[src/rtl/ctlbank_pkg.sv]
package ctlbank_pkg;

    // Register offsets (bytes)
    localparam int OFF_VERSION = 'h00;
    localparam int OFF_PTR_LO  = 'h04;
    localparam int OFF_PTR_HI  = 'h08;
    localparam int OFF_CONTROL = 'h0C;
    localparam int OFF_REQUEST = 'h10;
    localparam int OFF_ERROR   = 'h14;
    localparam int OFF_MASK    = 'h1C;

    // Control codes: code value = index + 1
    localparam int NUM_CODES   = 3;
    localparam int IDX_ACT     = 0;
    localparam int IDX_UNQ     = 1;
    localparam int IDX_RST     = 2;

    localparam logic [31:0] ERROR_RESET = 32'h0000_FFFF;

    typedef enum logic [2:0] {
        SEL_VERSION,
        SEL_PTR_LO,
        SEL_PTR_HI,
        SEL_CONTROL,
        SEL_REQUEST,
        SEL_ERROR,
        SEL_MASK,
        SEL_NONE
    } reg_sel_e;

    typedef enum logic [1:0] {
        SEQ_IDLE,
        SEQ_LOAD,
        SEQ_CAPS
    } seq_state_e;

endpackage

[src/rtl/ctlbank_decode.sv]
module ctlbank_decode
    import ctlbank_pkg::*;
#(
    parameter int ADDR_W = 5
) (
    input  logic [ADDR_W-1:0] addr_i,
    output reg_sel_e          sel_o
);

    always_comb begin
        unique case (addr_i)
            ADDR_W'(OFF_VERSION): sel_o = SEL_VERSION;
            ADDR_W'(OFF_PTR_LO):  sel_o = SEL_PTR_LO;
            ADDR_W'(OFF_PTR_HI):  sel_o = SEL_PTR_HI;
            ADDR_W'(OFF_CONTROL): sel_o = SEL_CONTROL;
            ADDR_W'(OFF_REQUEST): sel_o = SEL_REQUEST;
            ADDR_W'(OFF_ERROR):   sel_o = SEL_ERROR;
            ADDR_W'(OFF_MASK):    sel_o = SEL_MASK;
            default:              sel_o = SEL_NONE;
        endcase
    end

endmodule

[src/rtl/ctlbank_seq.sv]
module ctlbank_seq
    import ctlbank_pkg::*;
(
    input  logic clk,
    input  logic rst_n,
    input  logic hi_wr_i,
    output logic load_o,
    output logic caps_o
);

    seq_state_e state_q, state_d;

    always_comb begin
        state_d = state_q;
        unique case (state_q)
            SEQ_IDLE: if (hi_wr_i) state_d = SEQ_LOAD;
            SEQ_LOAD: state_d = hi_wr_i ? SEQ_LOAD : SEQ_CAPS;
            SEQ_CAPS: state_d = hi_wr_i ? SEQ_LOAD : SEQ_IDLE;
            default:  state_d = SEQ_IDLE;
        endcase
    end

    always_ff @(posedge clk or negedge rst_n) begin
        if (!rst_n) state_q <= SEQ_IDLE;
        else        state_q <= state_d;
    end

    always_comb begin
        load_o = 1'b0;
        caps_o = 1'b0;
        unique case (state_q)
            SEQ_IDLE: ;
            SEQ_LOAD: load_o = 1'b1;
            SEQ_CAPS: caps_o = 1'b1;
            default:  ;
        endcase
    end

    // a load cycle is always caused by an upper-half write one cycle earlier
    a_r4_load_follows_write: assert property (@(posedge clk) disable iff (!rst_n)
        load_o |-> $past(hi_wr_i));

    // an undisturbed load cycle is followed by the capability cycle
    a_r4_caps_after_load: assert property (@(posedge clk) disable iff (!rst_n)
        (load_o && !hi_wr_i) |=> caps_o);

endmodule

[src/rtl/ctlbank_cmd.sv]
module ctlbank_cmd
    import ctlbank_pkg::*;
#(
    parameter int DATA_W = 32
) (
    input  logic              clk,
    input  logic              rst_n,
    input  logic              ctl_wr_i,
    input  logic              req_wr_i,
    input  logic [DATA_W-1:0] wdata_i,
    output logic              act_now_o,
    output logic [NUM_CODES-1:0] code_pulse_o,
    output logic              exec_o
);

    logic [NUM_CODES-1:0] hit;

    for (genvar i = 0; i < NUM_CODES; i++) begin : g_code
        assign hit[i] = ctl_wr_i && (wdata_i == DATA_W'(i + 1));
    end

    assign act_now_o = hit[IDX_ACT];

    always_ff @(posedge clk or negedge rst_n) begin
        if (!rst_n) begin
            code_pulse_o <= '0;
            exec_o       <= 1'b0;
        end else begin
            code_pulse_o <= hit;
            exec_o       <= req_wr_i && (wdata_i == '0);
        end
    end

    // at most one control action at a time
    a_r5_one_action: assert property (@(posedge clk) disable iff (!rst_n)
        $onehot0(code_pulse_o));

    // execution strobe only after a zero write to the request word
    a_r7_exec_on_zero: assert property (@(posedge clk) disable iff (!rst_n)
        exec_o |-> ($past(req_wr_i) && $past(wdata_i) == '0));

endmodule

[src/rtl/ctl_regbank.sv]
module ctl_regbank
    import ctlbank_pkg::*;
#(
    parameter int          DATA_W     = 32,
    parameter int          ADDR_W     = 5,
    parameter logic [31:0] HW_VERSION = 32'h0000_0017,
    localparam int         BE_W       = DATA_W / 8
) (
    input  logic                clk,
    input  logic                rst_n,
    input  logic                bus_valid,
    input  logic                bus_write,
    input  logic [ADDR_W-1:0]   bus_addr,
    input  logic [BE_W-1:0]     bus_be,
    input  logic [DATA_W-1:0]   bus_wdata,
    output logic                bus_rvalid,
    output logic [DATA_W-1:0]   bus_rdata,
    output logic                bus_err,
    output logic [2*DATA_W-1:0] region_addr,
    output logic [DATA_W-1:0]   irq_mask,
    output logic                load_pulse,
    output logic                caps_pulse,
    output logic                activate_pulse,
    output logic                unquiesce_pulse,
    output logic                reset_pulse,
    output logic                exec_pulse
);

    reg_sel_e             sel;
    logic                 full_acc, wr_ok, rd_ok;
    logic                 act_now;
    logic [NUM_CODES-1:0] code_pulse;
    logic [DATA_W-1:0]    err_q, ctl_q, req_q, mask_q, rd_val;
    logic [2*DATA_W-1:0]  ptr_q;

    assign full_acc = &bus_be;
    assign wr_ok    = bus_valid && bus_write && full_acc;
    assign rd_ok    = bus_valid && !bus_write && full_acc;

    ctlbank_decode #(.ADDR_W(ADDR_W)) u_dec (
        .addr_i (bus_addr),
        .sel_o  (sel)
    );

    ctlbank_seq u_seq (
        .clk     (clk),
        .rst_n   (rst_n),
        .hi_wr_i (wr_ok && sel == SEL_PTR_HI),
        .load_o  (load_pulse),
        .caps_o  (caps_pulse)
    );

    ctlbank_cmd #(.DATA_W(DATA_W)) u_cmd (
        .clk          (clk),
        .rst_n        (rst_n),
        .ctl_wr_i     (wr_ok && sel == SEL_CONTROL),
        .req_wr_i     (wr_ok && sel == SEL_REQUEST),
        .wdata_i      (bus_wdata),
        .act_now_o    (act_now),
        .code_pulse_o (code_pulse),
        .exec_o       (exec_pulse)
    );

    assign activate_pulse  = code_pulse[IDX_ACT];
    assign unquiesce_pulse = code_pulse[IDX_UNQ];
    assign reset_pulse     = code_pulse[IDX_RST];
    assign region_addr     = ptr_q;
    assign irq_mask        = mask_q;

    // Register storage
    always_ff @(posedge clk or negedge rst_n) begin
        if (!rst_n) begin
            err_q  <= DATA_W'(ERROR_RESET);
            ctl_q  <= '0;
            req_q  <= '0;
            mask_q <= '0;
            ptr_q  <= '0;
        end else if (wr_ok) begin
            case (sel)
                SEL_PTR_LO:  ptr_q  <= {{DATA_W{1'b0}}, bus_wdata};
                SEL_PTR_HI:  ptr_q  <= ptr_q | {bus_wdata, {DATA_W{1'b0}}};
                SEL_CONTROL: begin
                    ctl_q <= bus_wdata;
                    if (act_now) err_q <= '0;
                end
                SEL_REQUEST: req_q  <= bus_wdata;
                SEL_ERROR:   err_q  <= bus_wdata;
                SEL_MASK:    mask_q <= bus_wdata;
                default:     ;
            endcase
        end
    end

    // Read selection
    always_comb begin
        unique case (sel)
            SEL_VERSION: rd_val = DATA_W'(HW_VERSION);
            SEL_PTR_LO:  rd_val = ptr_q[DATA_W-1:0];
            SEL_PTR_HI:  rd_val = ptr_q[2*DATA_W-1:DATA_W];
            SEL_CONTROL: rd_val = ctl_q;
            SEL_REQUEST: rd_val = req_q;
            SEL_ERROR:   rd_val = err_q;
            SEL_MASK:    rd_val = mask_q;
            default:     rd_val = '1;
        endcase
    end

    // Response stage
    always_ff @(posedge clk or negedge rst_n) begin
        if (!rst_n) begin
            bus_rvalid <= 1'b0;
            bus_rdata  <= '0;
            bus_err    <= 1'b0;
        end else begin
            bus_rvalid <= bus_valid && !bus_write;
            if (bus_valid && !bus_write)
                bus_rdata <= rd_ok ? rd_val : '1;
            else
                bus_rdata <= '0;
            bus_err <= bus_valid && (!full_acc || (!bus_write && sel == SEL_NONE));
        end
    end

    // activation leaves the error word cleared
    a_r6_act_clears_err: assert property (@(posedge clk) disable iff (!rst_n)
        activate_pulse |-> (err_q == '0));

    // a partial access leaves pointer and mask untouched
    a_r9_partial_no_change: assert property (@(posedge clk) disable iff (!rst_n)
        (bus_valid && !full_acc) |=> ($stable(region_addr) && $stable(irq_mask)));

    // an error flag always answers an access of the previous cycle
    a_r10_err_has_cause: assert property (@(posedge clk) disable iff (!rst_n)
        bus_err |-> $past(bus_valid));

    // read data is zero outside a read response
    a_r11_rdata_quiet: assert property (@(posedge clk) disable iff (!rst_n)
        !bus_rvalid |-> (bus_rdata == '0));

endmodule

[config.mk]
export PLATFORM = sky130hd
export DESIGN_NAME = ctl_regbank
export DESIGN_NICKNAME = d
export VERILOG_FILES = /design/src/rtl/ctlbank_pkg.sv /design/src/rtl/ctlbank_decode.sv /design/src/rtl/ctlbank_seq.sv /design/src/rtl/ctlbank_cmd.sv /design/src/rtl/ctl_regbank.sv
export SDC_FILE = /design/constraint.sdc
export NUM_CORES = 1
export LEC_CHECK = 0
export CORE_MARGIN = 3
export CORE_UTILIZATION = 60
export DETAILED_ROUTE_END_ITERATION = 16
export DONT_BUFFER_PORTS = 1
export PLACE_DENSITY = 0.76
export SYNTH_ARGS = -nofsm -noshare
export SYNTH_HDL_FRONTEND = slang
export SYNTH_SLANG_ARGS = --single-unit
[constraint.sdc]
create_clock -name clk -period 1.22 [get_ports clk]
set_input_delay 0.122 -clock clk [delete_from_list [all_inputs] [get_ports clk]]
set_output_delay 0.122 -clock clk [all_outputs]
set_load 0.02 [all_outputs]
# ---- Yosys cells after proc, flatten, opt, wreduce, memory -nomap -nowiden
# Index checks and enable logic that the tools add are counted.
dict set report op_classes {
  add_sub_neg 0
  mul 0
  div_mod_pow 0
  order_cmp 0
  eq_ne 20
  shifts 0
  muxes 13
  bitwise_logic 1
  reduce_logical 28
}
# operator n
set op_table {}
lappend op_table {{case mux 32 bit (7 select lines)} 1}
lappend op_table {{case mux 64 bit (2 select lines)} 1}
lappend op_table {{2-to-1 mux 32 bit} 3}
lappend op_table {{== test 32 x 2 -> 1 bit, second input constant} 2}
lappend op_table {{bitwise OR 64 bit} 1}
lappend op_table {{case mux 32 bit (2 select lines)} 1}
lappend op_table {{== test 32 x 1 -> 1 bit, second input constant} 1}
lappend op_table {{zero test 32 bit} 1}
lappend op_table {{case mux 3 bit (7 select lines)} 1}
lappend op_table {{== test 5 bit, second input constant} 3}
lappend op_table {{logical AND 1 bit} 13}
lappend op_table {{== test 3 bit, second input constant} 4}
lappend op_table {{== test 5 x 4 -> 1 bit, second input constant} 2}
lappend op_table {{AND reduction 2 bit} 4}
lappend op_table {{== test 3 x 2 -> 1 bit, second input constant} 2}
lappend op_table {{case mux 2 bit (3 select lines)} 1}
lappend op_table {{== test 5 x 3 -> 1 bit, second input constant} 1}
lappend op_table {{zero test 5 bit} 1}
lappend op_table {{2-to-1 mux 2 bit} 2}
lappend op_table {{AND reduction 4 bit} 1}
lappend op_table {{nonzero test 2 bit} 2}
lappend op_table {{== test 3 x 1 -> 1 bit, second input constant} 1}
lappend op_table {{zero test 3 bit} 1}
lappend op_table {{2-to-1 mux 1 bit} 3}
lappend op_table {{8 further kinds} 9}
dict set report word_totals {
  reg_bits 232
  latchBits 0
  ramBits 0
  rom_bits 0
  inputBits 45
  output_inout_bits 136
  n_memories 0
}

# ---- Logic depth before layout (Yosys ltp)
# Gate-level depths: netlist of the first run.
dict set report logic_depth {
  word_depth 7
  ltp_mapped 7
}

# ---- Modules after synthesis
# Synthesis of the first run repeated with hierarchy kept, for this count alone.
dict set report unflattened {
  cells_unflattened 917
  area_unflattened_um2 10623.9
}
# mod instances cells_per_inst area_per_inst_um2 seq_area_each_um2
set by_module_without_submodules {}
lappend by_module_without_submodules {ctl_regbank 1 881 10222.3 5675.4}
lappend by_module_without_submodules {ctlbank_cmd 1 24 285.3 100.1}
lappend by_module_without_submodules {ctlbank_seq 1 6 83.8 50.0}
lappend by_module_without_submodules {ctlbank_decode 1 6 32.5 0.0}

# ---- Worst setup path before layout of the first run
# OpenSTA, ideal clock, no wires.
dict set report synth_timing {
  path_kind {input to register}
  start {in bus_addr[1]}
  end {reg ptr_q[10], in the netlist region_addr[10]}
  t_arrival_ns 1.857
  t_required_ns 1.095
  slack_ns -0.762
  path_stages 5
  path_cell_list {or4b_1 -> buf_2 -> nor4_4 -> buf_2 -> mux2_2}
}
dict set report synth_between {
  elab_chain_cells 5
  elab_cells_between_ends 13
  cone_classes {eq/ne (8); mux (2); reduce/logical (3)}
}
# item line_no
set synth_lines {}
lappend synth_lines {{start: declaration} ctl_regbank.sv:13} ;# input logic [ADDR_W-1:0] bus_addr,
lappend synth_lines {{== test 5 bit (tied with other cells)} ctlbank_decode.sv:11} ;# unique case (addr_i)
lappend synth_lines {{case mux 3 bit (7 select lines) *} ctlbank_decode.sv:11}
lappend synth_lines {{== test 3 x 2 -> 1 bit / == test 3 x 1 -> 1 bit (equally long branches)} ctl_regbank.sv:79} ;# case (sel)
lappend synth_lines {{nonzero test 2 bit (no source line)} n/a}
lappend synth_lines {{AND reduction 2 bit (no source line)} n/a}
lappend synth_lines {{end signal: assignment} ctl_regbank.sv:80} ;# SEL_PTR_LO: ptr_q <= {{DATA_W{1'b0}}, bus_wdata};
lappend synth_lines {{end signal: assignment} ctl_regbank.sv:81} ;# SEL_PTR_HI: ptr_q <= ptr_q | {bus_wdata, {DATA_W{1'b0}}};
lappend synth_lines {{end: declaration} ctl_regbank.sv:34} ;# logic [2*DATA_W-1:0] ptr_q;
# Every way passes the cells marked *; elsewhere a longest branch is shown, timed or not.
# A chain may end at the register's enable or synchronous reset.

# ---- Final worst setup path of the first run
dict set report layout_timing {
  start {in bus_addr[1]}
  end {reg err_q[22]}
}
dict set report layout_between {
  elab_chain_cells 7
  elab_cells_between_ends 16
  cone_classes {eq/ne (9); mux (2); reduce/logical (5)}
}
# item line_no
set layout_lines {}
lappend layout_lines {{== test 5 bit (tied with other cells)} ctlbank_decode.sv:11}
lappend layout_lines {{case mux 3 bit (7 select lines) *} ctlbank_decode.sv:11}
lappend layout_lines {{== test 3 x 2 -> 1 bit} {ctl_regbank.sv:56, ctl_regbank.sv:79}}
lappend layout_lines {{logical AND 1 bit} ctl_regbank.sv:56} ;# .ctl_wr_i (wr_ok && sel == SEL_CONTROL),
lappend layout_lines {{logical AND 1 bit} ctlbank_cmd.sv:19} ;# assign hit[i] = ctl_wr_i && (wdata_i == DATA_W'(i + 1));
lappend layout_lines {{inequality test 2 bit (no source line)} n/a}
lappend layout_lines {{AND reduction 3 bit (no source line)} n/a}
lappend layout_lines {{end signal: assignment} ctl_regbank.sv:73} ;# err_q <= DATA_W'(ERROR_RESET);
lappend layout_lines {{end signal: assignment} ctl_regbank.sv:87} ;# SEL_ERROR: err_q <= bus_wdata;
lappend layout_lines {{end: declaration} ctl_regbank.sv:33} ;# logic [DATA_W-1:0] err_q, ctl_q, req_q, mask_q, rd_val;
# Marks and branches as above.

==> impl_metrics.json, run 1 <==
{
  "dp_cells": 1085,
  "status": "complete, but fails checks",
  "p_leak_nw": 6.20,
  "synth_flop_cell": "dfrtp_1",
  "netlist-cell-type-count": 42,
  "ys_top_cells_by_count": "dfrtp_1, mux2_2, a21oi_1, nor2_1, a22oi_1",
  "dp_slack_ps": -708,
  "criticalPathCategory": "input port to flop",
  "top_area_cell_type_share_of_the_netlist_area_pct": 53.9,
  "io_pins": 181,
  "cts-buffers-inserted": 24,
  "routed-via-count": 8331,
  "place.port_buffers": 0,
  "synth_area_per_cell_um2": 12.1,
  "peakVddDrop_mv": 1.27,
  "report.final.hold_viol_count": 232,
  "synth_nets": 874,
  "critical_path_required_ps": 1610,
  "post_synth_instance_area_um2": 10000,
  "finalNonFillerCells": 1198,
  "grtUsageTotal_pct": 33.8,
  "max-slew-margin-rel_pct": 58.3,
  "maxClockFrequency_ghz": 0.727,
  "routed_via_density": 6.95,
  "synth.most_common_cell": "dfrtp_1",
  "synth.largest_area_cell": "dfrtp_1",
  "gp_congestion": 0.867,
  "globalRouteOverflowTotal": 0,
  "hold_class": "input port to asynchronous set/reset pin",
  "violated_checks": "hold timing, setup timing",
  "h-tree-depth": 1,
  "period_needed_ps": 1380,
  "tightestPinTransition_ps": 623,
  "post-route-util_pct": 83.4,
  "ys_seq_area_share_pct": 58.0,
  "pwr_density_cell_nw_per_um2": 1280,
  "fin_nets": 1008,
  "synth-async-reset-ratio_pct": 100,
  "die_w_um": 135,
  "vias_in_the_first_global_route": 8353,
  "placement_rows": 46,
  "route.final.wire_length_mm": 35.7,
  "floorplan.initialDensity_pct": 62.3,
  "routed_wl_per_cell_um": 29.8,
  "yosysWarningCount": 0,
  "synthTopCellsByArea": "dfrtp_1, mux2_2, a21oi_1, a22oi_1, dfstp_2",
  "cts.path.max_buffers": 3,
  "antenna_found_initial": 1,
  "timing.critical_path.arrival_ps": 1770,
  "fin_crit_sh_pct": 113,
  "cts.sinks": 232,
  "timing.critical_path.fanout_max": 8,
  "setup-tns-final_ps": -5310,
  "fill_cells": 746,
  "timing.max_cap.violations": 0,
  "cts_hold_buffers": 36,
  "wire_length_of_the_first_global_routing_pass_mm": 48.0,
  "tritoncts_clock_tree": "yes",
  "flow.area_growth_from_synthesis_pct": 33.9,
  "hpwlAfterDp_mm": 18.4,
  "setup_viol": 110,
  "grt_start_max_net_pins": 233,
  "clock_tree.root_cell": "clkbuf_16",
  "core_area_um2": 16100,
  "die_area_um2": 18300,
  "layout-drive-gt1-share_pct": 41.5,
  "clock_pin_slew_of_the_registers_on_the_worst_case_setup_and_hold_paths_ps": 60,
  "postSynthRegisterBits": 232,
  "fin_worst_skew_ps": 5.96,
  "drc_errors": 0,
  "synth_edf_count": 0,
  "drt_first_iter_violations": 977,
  "finalWorstSetupSlack_ps": -156,
  "die_h_um": 135,
  "startpoint_type": "input port",
  "final-max-slew-violation-count": 0,
  "rsz0062_at_grt": "yes",
  "worstSkewPairLatency_ps": 520,
  "first_pass_iteration_count_of_the_detailed_router": 9,
  "worstSetupEndpointType": "flop",
  "synth_cells": 829,
  "final_antenna_net_count": 0,
  "final.hold.worst_slack_ps": -701
}
logic make-up after synthesis:
| group | synth area share (%) |
|---|---|
| multiplexers | 17.4 |
| AND/OR/NAND/NOR | 6.96 |
| AO/OA/AOI/OAI | 14.6 |
| buffers and inverters | 2.89 |
| XOR/XNOR | 0.0873 |
| flip-flops | 58.0 |
final timing paths:
kind	slack, ps	to	start	depth (start not counted)
max reg2reg	-80	bus_rdata[30]	region_addr[30]	4
min	-700	bus_rdata[5]	rst_n	0
min in group clk	30	u_cmd.code_pulse_o[0]	bus_wdata[0]	3
max in group asynchronous	1520	err_q[9]	rst_n	0
max	-160	err_q[22]	bus_addr[1]	6
min reg2reg	500	ctl_q[1]	ctl_q[1]	2
worst max-delay path: stages:
cell,delay [ps]
or3b_4,430
or4_4,560
nor4_4,250
buf_4,210
buf_8,150
o21ai_2,60
cell usage in the layout (no fill, tap or decap), types with 3 or more instances in the layout:
master and n:
dfstp_2 16, mux2_4 96, buf_6 22, o21ai_2 29
clkbuf_16 33, dlymetal6s4s_1 3, mux2_2 31, a31oi_1 31
nor2_4 3, a22oi_2 30, buf_12 20, clkbuf_8 5
nor4_1 5, a22oi_1 34, nand2_1 36, nor4_2 3
clkinv_2 7, mux2i_1 32, buf_4 82, nor2_1 68
dlygate4sd3_1 33, dfrtp_1 216, nand4_1 4, nor4_4 4
a21oi_1 96, bufinv_16 5
flip-flops by register name (all words and copies together), names as in the netlist:
signal	flops
u_seq.state_q	2
err_q	32
req_q	32
ctl_q	32
u_cmd.code_pulse_o	3
bus_rvalid	1
bus_err	1
region_addr	64
irq_mask	32
u_cmd.exec_o	1
bus_rdata	32
power breakdown:
part,internal (mW),switching [mW],leakage (nW)
Sequential,7.90,0.277,3.14
Clock,5.09,3.12,0.446
Combinational,0.395,0.435,2.62
Total,13.4,3.83,6.20
layer usage:
layer	GRT usage [%]	vias to the layer above	routed length (um)
met5	0	-	0
met1	42.2	4272	12800
li1	-	3299	-
met4	10.5	0	1770
met2	57.7	604	17200
met3	9.25	156	3910
through the flow:
step / instance area, um2 / power (mW) / hold WS, ps
after floorplan: 10500 / 8.64 / -174
after global placement: 11300 / 8.80 / -167
after detailed placement: 11300 / 8.83 / -166
after CTS: 12800 / 17.1 / -703
after global routing: 13400 / 17.6 / -713
final: 13400 / 17.2 / -701
final cells by class:
cell class | instances | area (um2) | share of cell area (%)
sequential | 232 | 5830 | 43.4
multi-input combinational | 533 | 4580 | 34.1
timing repair buffer | 170 | 1850 | 13.8
clock buffer | 30 | 694 | 5.17
tap | 216 | 270 | 2.01
clock inverter | 14 | 201 | 1.50
inverter | 2 | 7.51 | 0.0559
antenna | 1 | 2.50 | 0.0186
timing repair:
action | CTS | global route
gates resized for setup | 26 | 96
gates cloned | 2 | 10
pin swaps | 0 | 9
setup endpoints to repair | 124 | 132
hold endpoints to repair | 435 | 232
setup buffers | 10 | 12
Note: power is estimated with default switching activity, not from simulation.
==> run 2: changes to the inputs <==
- GPL_ROUTABILITY_DRIVEN: default -> 0
- PLACE_DENSITY: 0.76 -> 0.84
==> impl_metrics.json, run 2 (synthesis gave the netlist of run 1 again) <==
{
  "grtUsageTotal_pct": 35.0,
  "cpLargestDelayFamily": "simple AND/OR/NAND/NOR gates",
  "period_needed_ps": 1420,
  "routed_via_density": 6.95,
  "top_layer": "met5",
  "design_power_total_mw": 16.3,
  "cp.buffers_inverters": 2,
  "finalWorstSetupSlack_ps": -200,
  "die_w_um": 135,
  "fin_crit_sh_pct": 116,
  "criticalPathCategory": "input port to flop",
  "flow.area_growth_from_synthesis_pct": 30.2,
  "status": "complete, but fails checks",
  "layout.cells.most_common": "dfrtp_1",
  "placement_rows": 46,
  "tightestPinTransition_ps": 680,
  "fin_nets": 995,
  "dp_slack_ps": -631,
  "die_area_um2": 18300,
  "timing.critical_path.arrival_ps": 1810,
  "routed-via-count": 8228,
  "largest_register_ff_count": 64,
  "first_pass_iteration_count_of_the_detailed_router": 7,
  "antenna_found_initial": 1,
  "p_leak_nw": 6.00,
  "pwr_density_cell_nw_per_um2": 1240,
  "report.final.hold_viol_count": 232,
  "floorplan.initialDensity_pct": 62.3,
  "met3RoutedLength_mm": 3.75,
  "core_area_um2": 16100,
  "max-slew-margin-rel_pct": 54.7,
  "count_of_antenna_diodes_in_the_layout": 0,
  "final.hold.worst_slack_ps": -691,
  "clock_pin_slew_of_the_registers_on_the_worst_case_setup_and_hold_paths_ps": 60,
  "vias_in_the_first_global_route": 8577,
  "worstSetupEndpointType": "flop",
  "worstSkewPairLatency_ps": 510,
  "die_h_um": 135,
  "peakVddDrop_mv": 1.17,
  "met2RoutedLength_mm": 16.7,
  "drt_first_iter_violations": 1028,
  "layout.cells.most_common_list": "dfrtp_1, mux2_2, buf_4, a21oi_1, nor2_1",
  "cp_slowest_stage_delay_ps": 560,
  "h-tree-depth": 1,
  "globalRouteOverflowTotal": 0,
  "violated_checks": "hold timing, setup timing",
  "startpoint_type": "input port",
  "cts.sinks": 232,
  "hold_class": "input port to asynchronous set/reset pin",
  "fin_worst_skew_ps": 7.91,
  "layout-drive-gt1-share_pct": 42.3,
  "timing.max_cap.violations": 0,
  "wire_length_of_the_first_global_routing_pass_mm": 49.5,
  "io_pins": 181,
  "setup_viol": 54,
  "critical_path_required_ps": 1610,
  "final_antenna_net_count": 0,
  "critical_path.cell_chain": "or3b_4, or4_4, nor4_4, buf_4, buf_12, o21ai_2",
  "setup.reg_to_reg.worst_slack_ps": -30,
  "routed_wl_per_cell_um": 28.9,
  "route.final.wire_length_mm": 34.2,
  "tritoncts_clock_tree": "yes",
  "place.port_buffers": 0,
  "clock_tree.root_cell": "clkbuf_16",
  "fill_cells": 796,
  "timing.critical_path.fanout_max": 8,
  "cts-buffers-inserted": 24,
  "critPathSlowestCell": "or4_4",
  "rsz0062_at_grt": "yes",
  "final-max-slew-violation-count": 0,
  "grt_start_max_net_pins": 233,
  "cts_hold_buffers": 36,
  "hpwlAfterDp_mm": 18.0,
  "detail_route.wirelength.met1_mm": 12.4,
  "maxClockFrequency_ghz": 0.704,
  "cts.path.max_buffers": 3,
  "drc_errors": 0
}
run 2: changes by cell type in the layout (fill, tap and decap cells not counted), sizes merged:
cell and change:
dlymetal6s4s -2, clkinv -4, clkinvlp -1, bufinv -3, buf -9, clkbuf +3, bufbuf +1, diode -1
dlygate4sd3 +2
run 2: cell type report:
type,instances,area [um2],share of cell area (%)
Sequential cell,232,5830,44.6
Timing Repair Buffer,157,1720,13.2
Tap cell,216,270,2.07
Clock inverter,6,80.1,0.613
Inverter,2,7.51,0.0574
Multi-Input combinational cell,533,4470,34.2
Clock buffer,38,694,5.31
run 2: what timing repair did:
item                                    in CTS  in global routing
setup buffers                               16                  8
pin swaps                                    3                  5
gates resized for setup                     32                 60
hold endpoints to repair                   436                232
endpoints found under the setup margin     109                144
gates cloned                                 9                  3
run 2: path summary, 6_finish.rpt:
path | depth (start not counted) | start | end
min reg2reg | 2 | ctl_q[1] | ctl_q[1]
max reg2reg | 4 | region_addr[30] | bus_rdata[30]
min | 0 | rst_n | u_seq.state_q[1]
min in group clk | 4 | bus_addr[4] | bus_rdata[22]
max | 6 | bus_addr[1] | err_q[16]
max in group asynchronous | 0 | rst_n | err_q[23]
run 2: layer usage:
metal  vias up  global-route usage [%]
met2       621                    57.0
met4         2                    13.5
met1      4215                    44.2
met5         -                       0
met3       122                    10.9
li1       3268                       -
run 2: per-stage QoR:
stage / setup TNS, ps / util, % / cells / area (um2)
after floorplan: -103710 / - / 829 / 10500
after global placement: -98880 / 69.5 / 1069 / 11200
after detailed placement: -108540 / 69.5 / 1069 / 11200
after CTS: -722 / 78.8 / 1173 / 12700
after global routing: -5260 / 81.1 / 1184 / 13100
final: -5180 / 81.1 / 1184 / 13100
run 2: power by group:
part	switching, mW	internal (mW)
Sequential	0.274	7.90
Clock	2.97	4.32
Combinational	0.425	0.376
Total	3.67	12.6
run 2: worst register-to-register path: cells and delay by family (launching register included):
kind	cells	cell delay, ps
flops	1	510
simple gates	1	140
compound gates	2	370
mux	1	120
==> run 3: changes to the inputs <==
- clock period: 1.22 -> 1.51 ns (I/O delays scaled with it)
==> impl_metrics.json, run 3 (synthesis gave the netlist of run 1 again) <==
{
  "status": "complete, but fails checks",
  "violated_checks": "hold timing",
  "cts.path.max_buffers": 3,
  "power.internal_mw": 9.90,
  "period_needed_ps": 1400,
  "critical_path.cell_chain": "nor2b_1",
  "largest_register_ff_count": 64,
  "routed-via-count": 7500,
  "flow.area_growth_from_synthesis_pct": 19.1,
  "placement_rows": 46,
  "io_pins": 181,
  "swShare_pct": 22.5,
  "report.final.hold_viol_count": 232,
  "tightestPinTransition_ps": 511,
  "startpoint_type": "flop",
  "timing.critical_path.arrival_ps": 1250,
  "route.final.wire_length_mm": 29.2,
  "cts-buffers-inserted": 24,
  "worstSkewPairLatency_ps": 510,
  "design_power_total_mw": 12.8,
  "hold_class": "input port to asynchronous set/reset pin",
  "final_antenna_net_count": 0,
  "ff_latch_area_um2": 5830,
  "multi_input_area_um2": 4280,
  "critical_path_required_ps": 1360,
  "final-max-slew-violation-count": 0,
  "layout.cells.most_common": "dfrtp_1",
  "max-slew-margin-rel_pct": 65.9,
  "pwr_density_cell_nw_per_um2": 1070,
  "h-tree-depth": 1,
  "globalRouteOverflowTotal": 0,
  "cts_hold_buffers": 36,
  "count_of_antenna_diodes_in_the_layout": 0,
  "p_leak_nw": 5.48,
  "postPlaceCellArea_um2": 10800,
  "cp.buffers_inverters": 0,
  "tritoncts_clock_tree": "yes",
  "post-route-util_pct": 74.2,
  "switchingPower_mw": 2.88,
  "first_pass_iteration_count_of_the_detailed_router": 6,
  "peakVddDrop_mv": 1.13,
  "rsz0062_at_grt": "no",
  "critPathSlowestCell": "dfrtp_1",
  "combinationalPowerShare_pct": 4.2,
  "clock_tree.root_cell": "clkbuf_16",
  "timing.max_cap.violations": 0,
  "finalNonFillerCells": 1111,
  "dp_cells": 1033,
  "die_h_um": 135,
  "cp_slowest_stage_delay_ps": 400,
  "timing.critical_path.fanout_max": 3,
  "grt_start_max_net_pins": 233,
  "stdcell_area_um2": 12000,
  "antenna_found_initial": 0,
  "setup_viol": 0,
  "layout-drive-gt1-share_pct": 34.2,
  "place.port_buffers": 0,
  "fin_nets": 924,
  "drc_errors": 0,
  "postCtsSetupBuffers": 0,
  "die_w_um": 135,
  "wire_length_of_the_first_global_routing_pass_mm": 46.0,
  "pwr-share-clk_pct": 44.0,
  "vias_in_the_first_global_route": 8026,
  "fin_worst_skew_ps": 13.2,
  "grtUsageTotal_pct": 32.1,
  "fin_crit_sh_pct": 93.0,
  "cpLargestDelayFamily": "flip-flops",
  "drt_first_iter_violations": 726,
  "hpwlAfterDp_mm": 17.6,
  "fill_cells": 984,
  "worstSetupEndpointType": "output pin",
  "layout.cells.most_common_list": "dfrtp_1, a21oi_1, mux2_2, nor2_1, buf_4",
  "clock_pin_slew_of_the_registers_on_the_worst_case_setup_and_hold_paths_ps": 60,
  "maxClockFrequency_ghz": 0.712,
  "final.hold.worst_slack_ps": -665,
  "criticalPathCategory": "flop to output pin",
  "floorplan.initialDensity_pct": 62.3,
  "routed_wl_per_cell_um": 26.3,
  "cts.sinks": 232,
  "core_area_um2": 16100,
  "routed_via_density": 6.75,
  "seq_power_share_pct": 51.8,
  "die_area_um2": 18300
}
[run 3: cell types whose count changed in the layout (fill, tap and decap cells not counted), sizes merged]
cell and change:
bufbuf -1, clkinv +1, buf -67, clkbuf -4, bufinv -2, dlygate4sd3 +1, dlymetal6s4s -1
[run 3: cell type report]
| cell class | instances | share of cell area, % |
|---|---|---|
| Tap cell | 216 | 2.26 |
| Clock buffer | 37 | 6.03 |
| Inverter | 2 | 0.0628 |
| Multi-Input combinational cell | 533 | 35.8 |
| Clock inverter | 5 | 0.209 |
| Timing Repair Buffer | 86 | 6.89 |
| Sequential cell | 232 | 48.7 |
[run 3: power by group through the flow]
stage	clock (mW)	sequential, mW	combinational, mW
after global routing	5.96	6.63	0.570
final	5.62	6.62	0.532
after CTS	5.68	6.62	0.524
after detailed placement	0	6.73	0.360
after floorplan	0	6.68	0.296
after global placement	0	6.72	0.339
[run 3: layer usage]
| metal | GRT usage, % | wire length, um | vias up |
|---|---|---|---|
| met5 | 0 | 0 | - |
| met4 | 12.3 | 949 | 0 |
| met3 | 9.47 | 3170 | 86 |
| met2 | 51.6 | 13900 | 478 |
| met1 | 41.6 | 11100 | 3824 |
| li1 | - | - | 3112 |
[run 3: what timing repair did]
action / in CTS / in global routing
setup endpoints to repair: 0 / 1
endpoints found under the hold margin: 431 / 232
gates resized for setup: 0 / 1
[run 3: metrics by stage]
| stage | TNS [ps] | worst slack, ps |
|---|---|---|
| final | 0 | 106 |
| after global routing | 0 | 51.6 |
| after CTS | 0 | 47.3 |
| after detailed placement | -49890 | -386 |
| after global placement | -41090 | -353 |
| after floorplan | -48880 | -384 |
[run 3: path summary, 6_finish.rpt]
path	start	end	slack (ps)	cells after the start
worst max-delay path	u_seq.state_q[0]	caps_pulse	110	1
worst max register to register	region_addr[0]	bus_rdata[0]	300	4
worst min-delay path	rst_n	bus_err	-660	0
max in group asynchronous	rst_n	err_q[14]	1840	0
worst min register to register	err_q[0]	err_q[0]	490	2
min in group clk	bus_addr[4]	bus_rdata[12]	30	4
